==> config.mk <==
export PLATFORM = sky130hd
export DESIGN_NAME = tdm_oe_ctl_ser
export DESIGN_NICKNAME = d
export VERILOG_FILES = /design/src/rtl/tdm_oe_ctl_ser.sv
export SDC_FILE = /design/constraint.sdc
export NUM_CORES = 1
export LEC_CHECK = 0
export ABC_CLOCK_PERIOD_IN_PS = 8900
export BUFFER_PORTS_ARGS = -buffer_cell sky130_fd_sc_hd__buf_4
export CORE_MARGIN = 5
export CORE_UTILIZATION = 30
export CTS_BUF_LIST = sky130_fd_sc_hd__clkbuf_8 sky130_fd_sc_hd__clkbuf_16
export DETAILED_ROUTE_END_ITERATION = 10
export PLACE_DENSITY = 0.54
export SYNTH_ARGS = -nofsm -noshare
export SYNTH_HDL_FRONTEND = slang
export SYNTH_SLANG_ARGS = --single-unit
==> constraint.sdc <==
create_clock -name clk -period 8.9 [get_ports clk]
set_input_delay 2.225 -clock clk [delete_from_list [all_inputs] [get_ports clk]]
set_output_delay 2.225 -clock clk [all_outputs]
set_load 0.01 [all_outputs]
==> src/rtl/tdm_oe_ctl_ser.sv <==
module tdm_oe_ctl_ser #(
  parameter int NCH = 32,
  parameter int NST = 8,
  localparam int CW = $clog2(NCH),
  localparam int SW = $clog2(NST)
) (
  input  logic          clk,
  input  logic          rst,
  input  logic          frame_sync,
  input  logic          glob_oe,
  input  logic          wr_en,
  input  logic [SW-1:0] wr_stream,
  input  logic [CW-1:0] wr_chan,
  input  logic          wr_oe,
  input  logic          wr_ctl,
  output logic [NST-1:0] tx_oe,
  output logic          ctl_out
);

  localparam logic [SW-1:0] TOPBIT = SW'(NST - 1);

  logic [CW-1:0] ch_q, ch_d;
  logic [SW-1:0] bit_q, bit_d;
  logic [NCH-1:0] oe_mem [NST];
  logic [NCH-1:0] cc_mem [NST];
  logic [NST-1:0] en_d;

  always_comb begin
    if (rst || frame_sync) begin
      ch_d  = '0;
      bit_d = TOPBIT;
    end else if (bit_q == '0) begin
      ch_d  = ch_q + CW'(1);
      bit_d = TOPBIT;
    end else begin
      ch_d  = ch_q;
      bit_d = bit_q - SW'(1);
    end
  end

  wire [CW-1:0] ch_ahead = ch_d + CW'(1);
  wire [SW-1:0] ctl_str  = TOPBIT - bit_d;

  always_comb
    for (int s = 0; s < NST; s++) en_d[s] = glob_oe & oe_mem[s][ch_d];

  always_ff @(posedge clk) begin
    ch_q  <= ch_d;
    bit_q <= bit_d;
    if (rst) begin
      tx_oe   <= '0;
      ctl_out <= 1'b0;
    end else begin
      tx_oe   <= en_d;
      ctl_out <= cc_mem[ctl_str][ch_ahead];
    end
  end

  always_ff @(posedge clk)
    if (wr_en) begin
      oe_mem[wr_stream][wr_chan] <= wr_oe;
      cc_mem[wr_stream][wr_chan] <= wr_ctl;
    end

  a_r6_reset_quiet: assert property (@(posedge clk)
    rst |=> (tx_oe == '0) && !ctl_out && (ch_q == '0) && (bit_q == TOPBIT));

  a_r1_global_off: assert property (@(posedge clk) disable iff (rst)
    !glob_oe |=> tx_oe == '0);

  a_r4_bit_descends: assert property (@(posedge clk) disable iff (rst)
    (!frame_sync && bit_q != '0) |=> (bit_q == $past(bit_q) - SW'(1)) && $stable(ch_q));

  a_r4_chan_steps: assert property (@(posedge clk) disable iff (rst)
    (!frame_sync && bit_q == '0) |=> (ch_q == $past(ch_q) + CW'(1)) && (bit_q == TOPBIT));

  a_r5_frame_align: assert property (@(posedge clk) disable iff (rst)
    frame_sync |=> (ch_q == '0) && (bit_q == TOPBIT));

endmodule

=== Word level (Yosys, flattened, before mapping) ===
Memories as Yosys holds them, arrays and structs flattened.
Cells that the tools add are included.

* Add/sub/neg operators: 4
* $lt $le $gt $ge: 4
* Multiplexer cells: 26
* Bitwise operators: 8
* Reduce and logical (&&, ||, !) cells: 3

{| class="wikitable"
|+ Operators by type and width
! operator !! number
|-
| $bmux 1 s5 || 9
|-
| $mux 32 || 1
|-
| $lt 5x6->1 const B || 3
|-
| $mux 1 || 11
|-
| $add 5x1->5 const B || 2
|-
| $mux 5 || 2
|-
| $and 1x1->1 || 8
|-
| $mux 3 || 2
|-
| $demux 1 s5 || 1
|-
| $ge 5x1->1 const B || 1
|-
| $logic_not 3->1 || 1
|-
| $sub 3x1->3 const B || 1
|-
| $sub 3x3->3 const A || 1
|-
| $logic_and 1x1->1 || 1
|-
| $logic_or 1x1->1 || 1
|}

* Flip-flop bits (word level): 17
* Bits in writable memories: 512
* Input port bits: 15
* Output and inout bits: 9
* Memories kept: 2

{| class="wikitable"
|+ Memories
! memory !! depth !! bits a word !! rd ports !! clocked after Yosys merged registers in !! write ports !! RTL line !! source
|-
| cc_mem || 8 || 32 || 1 || 0 || 1 || 25 || <nowiki>logic [NCH-1:0] cc_mem [NST];</nowiki>
|-
| oe_mem || 8 || 32 || 8 || 0 || 1 || 24 || <nowiki>logic [NCH-1:0] oe_mem [NST];</nowiki>
|}

=== Logic depth before layout (Yosys ltp) ===
Gate-level depths: netlist of run 1.
An unclocked memory read counts as a cell.

* Word-level depth: 7
* Depth in mapped cells: 20
* Gate-level depth less buffers: 14

=== Worst setup path after synthesis of run 1 ===
OpenSTA, ideal clock, no wires.

* Path kind: input port to flip-flop
* From: input port frame_sync
* To: register ctl_out
* Library setup time: 0.060 ns
* Arrival: 4.668 ns
* Data required time: 8.840 ns
* Path slack: 4.172 ns
* Cell stages on the path: 14
* Cells stage by stage: nor2_1 > nand2_2 > inv_2 > buf_2 > buf_1 > buf_2 > ha_1 > xnor2_2 > nand2_1 > and4b_1 > a21boi_1 > o22ai_1 > a32oi_1 > a32o_1

* Elaborated cells between the ends (all ways): 8
* Classes of those cells: add/sub (2); mux (4); reduce/logical (1); memory (1)

{| class="wikitable"
|+ RTL lines
! what !! RTL line !! source
|-
| from (decl) || 9 || <nowiki>input logic frame_sync,</nowiki>
|-
| $logic_or 1x1->1 || 29 || <nowiki>if (rst || frame_sync) begin</nowiki>
|-
| $mux 5 || 29 ||
|-
| via ch_d[0] || 22 || <nowiki>logic [CW-1:0] ch_q, ch_d;</nowiki>
|-
| $add 5x1->5 || 41 || <nowiki>wire [CW-1:0] ch_ahead = ch_d + CW'(1);</nowiki>
|-
| $bmux 1 s5 || 55 || <nowiki>ctl_out <= cc_mem[ctl_str][ch_ahead];</nowiki>
|-
| $mux 1 (not written as such) || 55 ||
|-
| to (signal assigned) || 55 ||
|-
| to (decl) || 17 || <nowiki>output logic ctl_out</nowiki>
|}

The timed path passes the listed nets, and every way through them passes these cells. The select of a mux whose other input is x is not followed.
A chain may end at the register's enable or synchronous reset.

=== Worst setup path after layout of run 1 ===
* From: input port frame_sync
* To: register tx_oe[7]

* Cells in the longest elaborated chain, start to end: 5

{| class="wikitable"
|+ RTL lines
! what !! RTL line !! source
|-
| $logic_or 1x1->1 || 29 ||
|-
| $mux 5 || 29 ||
|-
| $bmux 1 s5 || 45 || <nowiki>for (int s = 0; s < NST; s++) en_d[s] = glob_oe & oe_mem[s][ch_d];</nowiki>
|-
| $mux 1 (not written as such) || 45 ||
|-
| $and 1x1->1 || 45 ||
|-
| to (signal assigned) || 54 || <nowiki>tx_oe <= en_d;</nowiki>
|-
| to (decl) || 16 || <nowiki>output logic [NST-1:0] tx_oe,</nowiki>
|}

No other way between the ends. The select of a mux whose other input is x is not followed.

==> impl_results.md, run 1 <==
- Post-route cell area: roughly 25000 um2
- CP Launch Type: input port
- Setup-failing EPs final: 0
- Final Hold Fails: 0
- FFs w/ async S/R, synth: 0%
- Mapped Nets: 1878
- Leakage: 8.25 nW
- Inserted Clock Buffers: 55
- Area share of the leading cell type in the synthesized netlist: 69.3%
- Core box area: ~73000 um2
- Worst vdd ir: about 0.00014 V
- Period utilization: 64.5%
- Total setup buffers inserted after CTS: 0
- Worst EP required: 9.33 ns
- Fmax: 0.174 GHz
- Most frequent cell after synthesis: edfxtp_1
- Clock transition at path regs: 0.06 ns
- Prevailing post-synth register cell: edfxtp_1
- Layout cell share with drive strength beyond 1: 9.24%
- Setup tns final: 0 ns
- Post-synthesis cell area: approximately 22000 um2
- DP Worst Slack: 2.64 ns
- Reg power frac: between 50% and 60%
- Max clock buf depth: 3
- Row Count: 99
- Starting DRT DRC Count: 2173
- Post-synth EDFFs: between 500 and 600
- Sw power: 1.13 mW
- # H-tree levels: 2
- Worst slew pin tran: 1.28 ns
- Final worst slack: ~3.2 ns
- Residual DRC: 0
- Tot Pwr: 5.47 mW
- Int Pwr: 4.34 mW
- Die Width: about 280 um
- Vias per cell: 5.39
- Initial Util: 30.3%
- Via Count: between 15000 and 20000
- GRT overflow: 0
- Synth Register Bits: 529
- CP Class: in2reg
- Insertion delay to the later sink of the worst-skew pair: 0.61 ns
- # hold bufs at CTS: 0
- Unrepaired setup endpoints after global routing: false
- CP max FO: 59
- WL/cell: 24.4 um
- Initial antenna violation count: 1
- Yosys Warn Count: 0
- Vias in the first global route: 15100
- Port Buffers: 23
- Placed Cells incl. Taps: 2750
- Syn Area/Cell: 11.9 um2
- Status: finished, final reports clean
- Crit. End Element: flop
- Normalized max-slew margin: approximately 14%
- IO Pins: 24
- Clock share of power: between 40% and 50%
- Sequential area share after synthesis: a little over two thirds
- Final instance count without filler cells: 2853
- PostCTS Resize Cnt: 0
- MaxCap Viol Count: 0
- Antenna cell count: 0
- Die height: 282 um
- Largest net degree at the start of global routing: 145
- Hold depth: 6
- Crit path DAT: ~6.2 ns
- GRT Util Overall: between 10% and 20%
- Post-DP HPWL: 41.2 mm
- Worst Setup SP: frame_sync
- Worst hold path type: reg2reg
- Area leader, netlist: edfxtp_1
- Logic gate share of total power: 3.3%
- Switch share: 20.6%
- Placed Area: 23300 um2
- Synth cell types: 62
- Synth top cells by count: edfxtp_1 (512), nand2_1 (405), nor2_1 (276)
- Antenna viol nets, final: 0
- Pwr Density: 216 nW/um2
- Net count, final: 1867
- Cells after synthesis: between 1500 and 2000
- Die Area: slightly below 80000 um2
- FF-to-FF path depth: 14
- Router iterations before antenna repair: 5
- Worst r2r src: bit_q[0]$_DFF_P_
- Max-slew violations: 0
- Clock tree root driver cell: clkbuf_16
- Tmin final: 5.74 ns
- Skew final: 0.0176 ns
- Final GP Congestion: 0.863
- Global-route wire length before repair: between 100 and 150 mm
- Sinks on Clock Net: 529
- Area growth from synthesis to layout: 14.0%
- Detailed-route wire length: 69.7 mm
- Hold path start: oe_mem[2][18]$_DFFE_PP_
- Synth top area cells: edfxtp_1 (69%), nand2_1 (6.9%), nand3_1 (5.1%), nor2_1 (4.7%), dfxtp_1 (1.5%)
- CTS tree: built
==> cell usage in the layout (no fill, tap or decap), types with 17 or more instances in the layout <==
master,instances
a21oi_1,44
buf_4,54
clkbuf_16,57
dfxtp_1,17
edfxtp_1,512
mux2i_1,20
nand2_1,405
nand3_1,224
nor2_1,275
o221ai_1,17
o22ai_1,27
==> power by group through the flow <==
stage          Sequential, mW  Clock, mW  Combinational (mW)
6_report                 2.74       2.55               0.181
5_1_grt                  2.74       2.68               0.189
4_1_cts                  2.74       2.57               0.178
3_5_place_dp             2.79          0               0.177
3_3_place_gp             2.79          0               0.176
2_1_floorplan            2.79          0              0.0688
==> registers in the layout, indices dropped and copies added, names as in the netlist <==
| signal | count |
|---|---|
| ch_q | 5 |
| oe_mem | 256 |
| tx_oe | 8 |
| bit_q | 3 |
| cc_mem | 256 |
| ctl_out | 1 |
==> layer usage <==
| metal | vias to the layer above | GRT usage, % | share of wire [%] | wire length [um] |
|---|---|---|---|---|
| met5 | - | 0 | 0 | 0 |
| li1 | 6735 | - | - | - |
| met2 | 723 | 26.4 | 45 | 31700 |
| met3 | 89 | 3.92 | 9.0 | 6280 |
| met4 | 0 | 4.68 | 2.4 | 1710 |
| met1 | 7824 | 24.5 | 43 | 30000 |
==> critical path: stages <==
cell	delay (ns)
buf_4	0.13
nor2_1	0.53
nand2_4	0.49
inv_2	0.59
buf_4	0.71
nand3_1	0.15
and3_1	0.25
a311oi_1	0.61
a311o_1	0.28
a21oi_1	0.16
==> cells by family after synthesis <==
family	share of synthesized area, %
DFF	70.8
adders and majority gates	0.226
and+or+nand+nor	18.7
buffers and inverters	2.76
muxes	1.31
xor gates and xnor gates	0.350
AOI/OAI and AO/OA	5.84
==> final cells by class <==
cell class                 instances  area [um2]
clock buffer                      65        1540
clock inverter                    38         477
fill                            7213       47900
inverter                          11        43.8
multi-input combinational       1195        5890
sequential                       529       15700
tap                              959        1200
timing repair buffer              56         428
==> path summary, 6_finish.rpt <==
check | end | slack (ns)
worst max register to register | tx_oe[7]$_SDFF_PP0_ | 3.42
worst min register to register | tx_oe[2]$_SDFF_PP0_ | 0.83
worst max-delay path | tx_oe[7]$_SDFF_PP0_ | 3.16
worst min-delay path | tx_oe[2]$_SDFF_PP0_ | 0.83
==> per-stage QoR <==
| stage | hold slack, ns | util, % |
|---|---|---|
| 6_report | 0.827 | 34.5 |
| 3_3_place_gp | 0.801 | 31.8 |
| 3_5_place_dp | 0.804 | 31.8 |
| 4_1_cts | 0.825 | 34.5 |
| 2_1_floorplan | 0.750 | - |
| 5_1_grt | 0.915 | 34.5 |
No activity file was read; power rests on OpenSTA's default activity.
==> inputs of run 2 (changes only) <==
Settings changed: ABC_CLOCK_PERIOD_IN_PS 8900 to 5950.
Clock period 8.9 ns to 5.95 ns, I/O delays scaled along.
==> run 2 against run 1 <==
- utilization shrank 0.39 points
- register-to-register slack worse by 1.7 ns
- wire length fell by 1.1%
- sequential cell count unchanged
- sequential power is 50% higher
- non-clock buffer count is 1 lower
- via count down 0.46%
- hold slack worse by 0.013 ns
- cell area down 1.1%
- sequential share of layout area grew 0.72 points
- clock power up 29%
- power up 40%
==> impl_results.md, run 2 (same netlist as run 1, synthesis figures left out) <==
- MaxCap Viol Count: 0
- Final Hold Fails: 0
- Die height: ~280 um
- Period utilization: 73.0%
- Setup tns final: 0 ns
- Area growth from synthesis to layout: 12.7%
- Most common cell after layout, fill and taps aside: edfxtp_1
- Sinks on Clock Net: 529
- Residual DRC: 0
- Pwr Density: between 300 and 400 nW/um2
- Die Width: around 280 um
- CP Launch Type: input port
- # H-tree levels: 2
- Tmin final: 4.34 ns
- Biggest registers after layout: cc_mem x256, oe_mem x256, tx_oe x8
- Post-route cell area: 25000 um2
- Max clock buf depth: 3
- Layout cell share with drive strength beyond 1: under 10%
- Normalized max-slew margin: 9.55%
- Initial Util: 30.3%
- Setup-failing EPs final: 0
- Via Count: ~15000
- PostCTS Resize Cnt: 0
- Router iterations before antenna repair: 6
- Commonest cells after routing, fill and taps aside: edfxtp_1 (512), nand2_1 (405), nor2_1 (275), nand3_1 (224), clkbuf_16 (55)
- Worst vdd ir: 0.000213 V
- Worst hold path type: reg2reg
- Port Buffers: 23
- # hold bufs at CTS: 0
- GRT overflow: 0
- Max incr delay on CP: 0.70 ns
- WL/cell: 24.2 um
- Final GP Congestion: 0.831
- Core box area: 73200 um2
- Global-route wire length before repair: slightly above 100 mm
- Max-slew violations: 0
- Inserted Clock Buffers: 55
- Fmax: about 0.23 GHz
- Crit-path slowest cell: inv_2
- Vias per cell: 5.37
- Total setup buffers inserted after CTS: 0
- Status: finished, final reports clean
- Top sig layer: met5
- Crit path DAT: 4.91 ns
- Starting DRT DRC Count: 1715
- Worst slew pin tran: 1.35 ns
- Insertion delay to the later sink of the worst-skew pair: about 0.63 ns
- Antenna viol nets, final: 0
- Wire length on met1: 30.4 mm
- CP max FO: 30
- Row Count: 99
- Crit-path cells: buf_4 > or2_0 > a21oi_4 > inv_2 > buf_4 > o221ai_1 > a21oi_1 > nor4_1 > a311oi_1 > o311ai_1 > o211ai_1 > a32o_1
- Skew final: 0.0204 ns
- IO Pins: 24
- Post-DP HPWL: 41.0 mm
- Unrepaired setup endpoints after global routing: false
- Leakage: 8.11 nW
- Placed Area: 23300 um2
- Detailed-route wire length: 69.0 mm
- Most common cell on crit path: buf_4
- Met3 Routed Length: 6.13 mm
- Initial antenna violation count: 2
- Met2 wire len: 30.9 mm
- CP Class: in2reg
- Die Area: 79500 um2
- CTS tree: built
- Net count, final: about 1900
- Clock transition at path regs: 0.06 ns
- Crit. End Element: flop
- Worst EP required: roughly 6.5 ns
- Vias in the first global route: 14900
- Largest net degree at the start of global routing: approximately 150
- GRT Util Overall: 17.0%
- Clock tree root driver cell: clkbuf_16
==> run 2: per-stage QoR <==
stage / setup WS (ns) / hold slack (ns) / cells / utilization, % / total power [mW]
after floorplan: 1.96 / 0.750 / 1859 / - / 4.28
after detailed placement: 1.01 / 0.797 / 2749 / 31.8 / 4.44
after CTS: 1.67 / 0.808 / 2850 / 34.1 / 7.68
after global routing: 1.48 / 0.834 / 2850 / 34.1 / 7.86
final: 1.61 / 0.815 / 2851 / 34.1 / 7.64
after global placement: 1.13 / 0.798 / 2749 / 31.8 / 4.44
==> run 2: critical path: cells and delay by family <==
family          cells  cell delay, ns
compound gates      7            1.41
simple gates        2            0.71
buf+inv             3            1.29
==> run 2: worst paths after layout <==
kind / start / endpoint / slack [ns] / depth (start not counted)
max reg2reg: bit_q[0]$_DFF_P_ / ctl_out$_SDFF_PP0_ / 1.70 / 14
max: rst / ctl_out$_SDFF_PP0_ / 1.61 / 12
min: ch_q[4]$_DFF_P_ / ch_q[4]$_DFF_P_ / 0.81 / 3
min reg2reg: ch_q[4]$_DFF_P_ / ch_q[4]$_DFF_P_ / 0.81 / 3
==> run 2: where the power goes <==
part | internal (mW) | switching (mW) | total, mW
registers | 4.09 | 0.00551 | 4.10
clock network | 1.83 | 1.44 | 3.28
logic | 0.0527 | 0.207 | 0.260
total | 5.98 | 1.66 | 7.64
==> run 2: area by class of cell <==
cell class / instances / area, um2
Fill cell: 7280 / 48200
Sequential cell: 529 / 15700
Multi-Input combinational cell: 1195 / 5880
Clock buffer: 58 / 1420
Tap cell: 959 / 1200
Timing Repair Buffer: 55 / 470
Clock inverter: 43 / 265
Inverter: 11 / 43.8
Antenna cell: 1 / 2.50
==> run 2: routing by layer <==
layer | up-vias | global-route usage [%]
li1 | 6753 | -
met1 | 7754 | 24.6
met2 | 687 | 26.0
met3 | 104 | 3.93
met4 | 2 | 4.21
met5 | - | 0
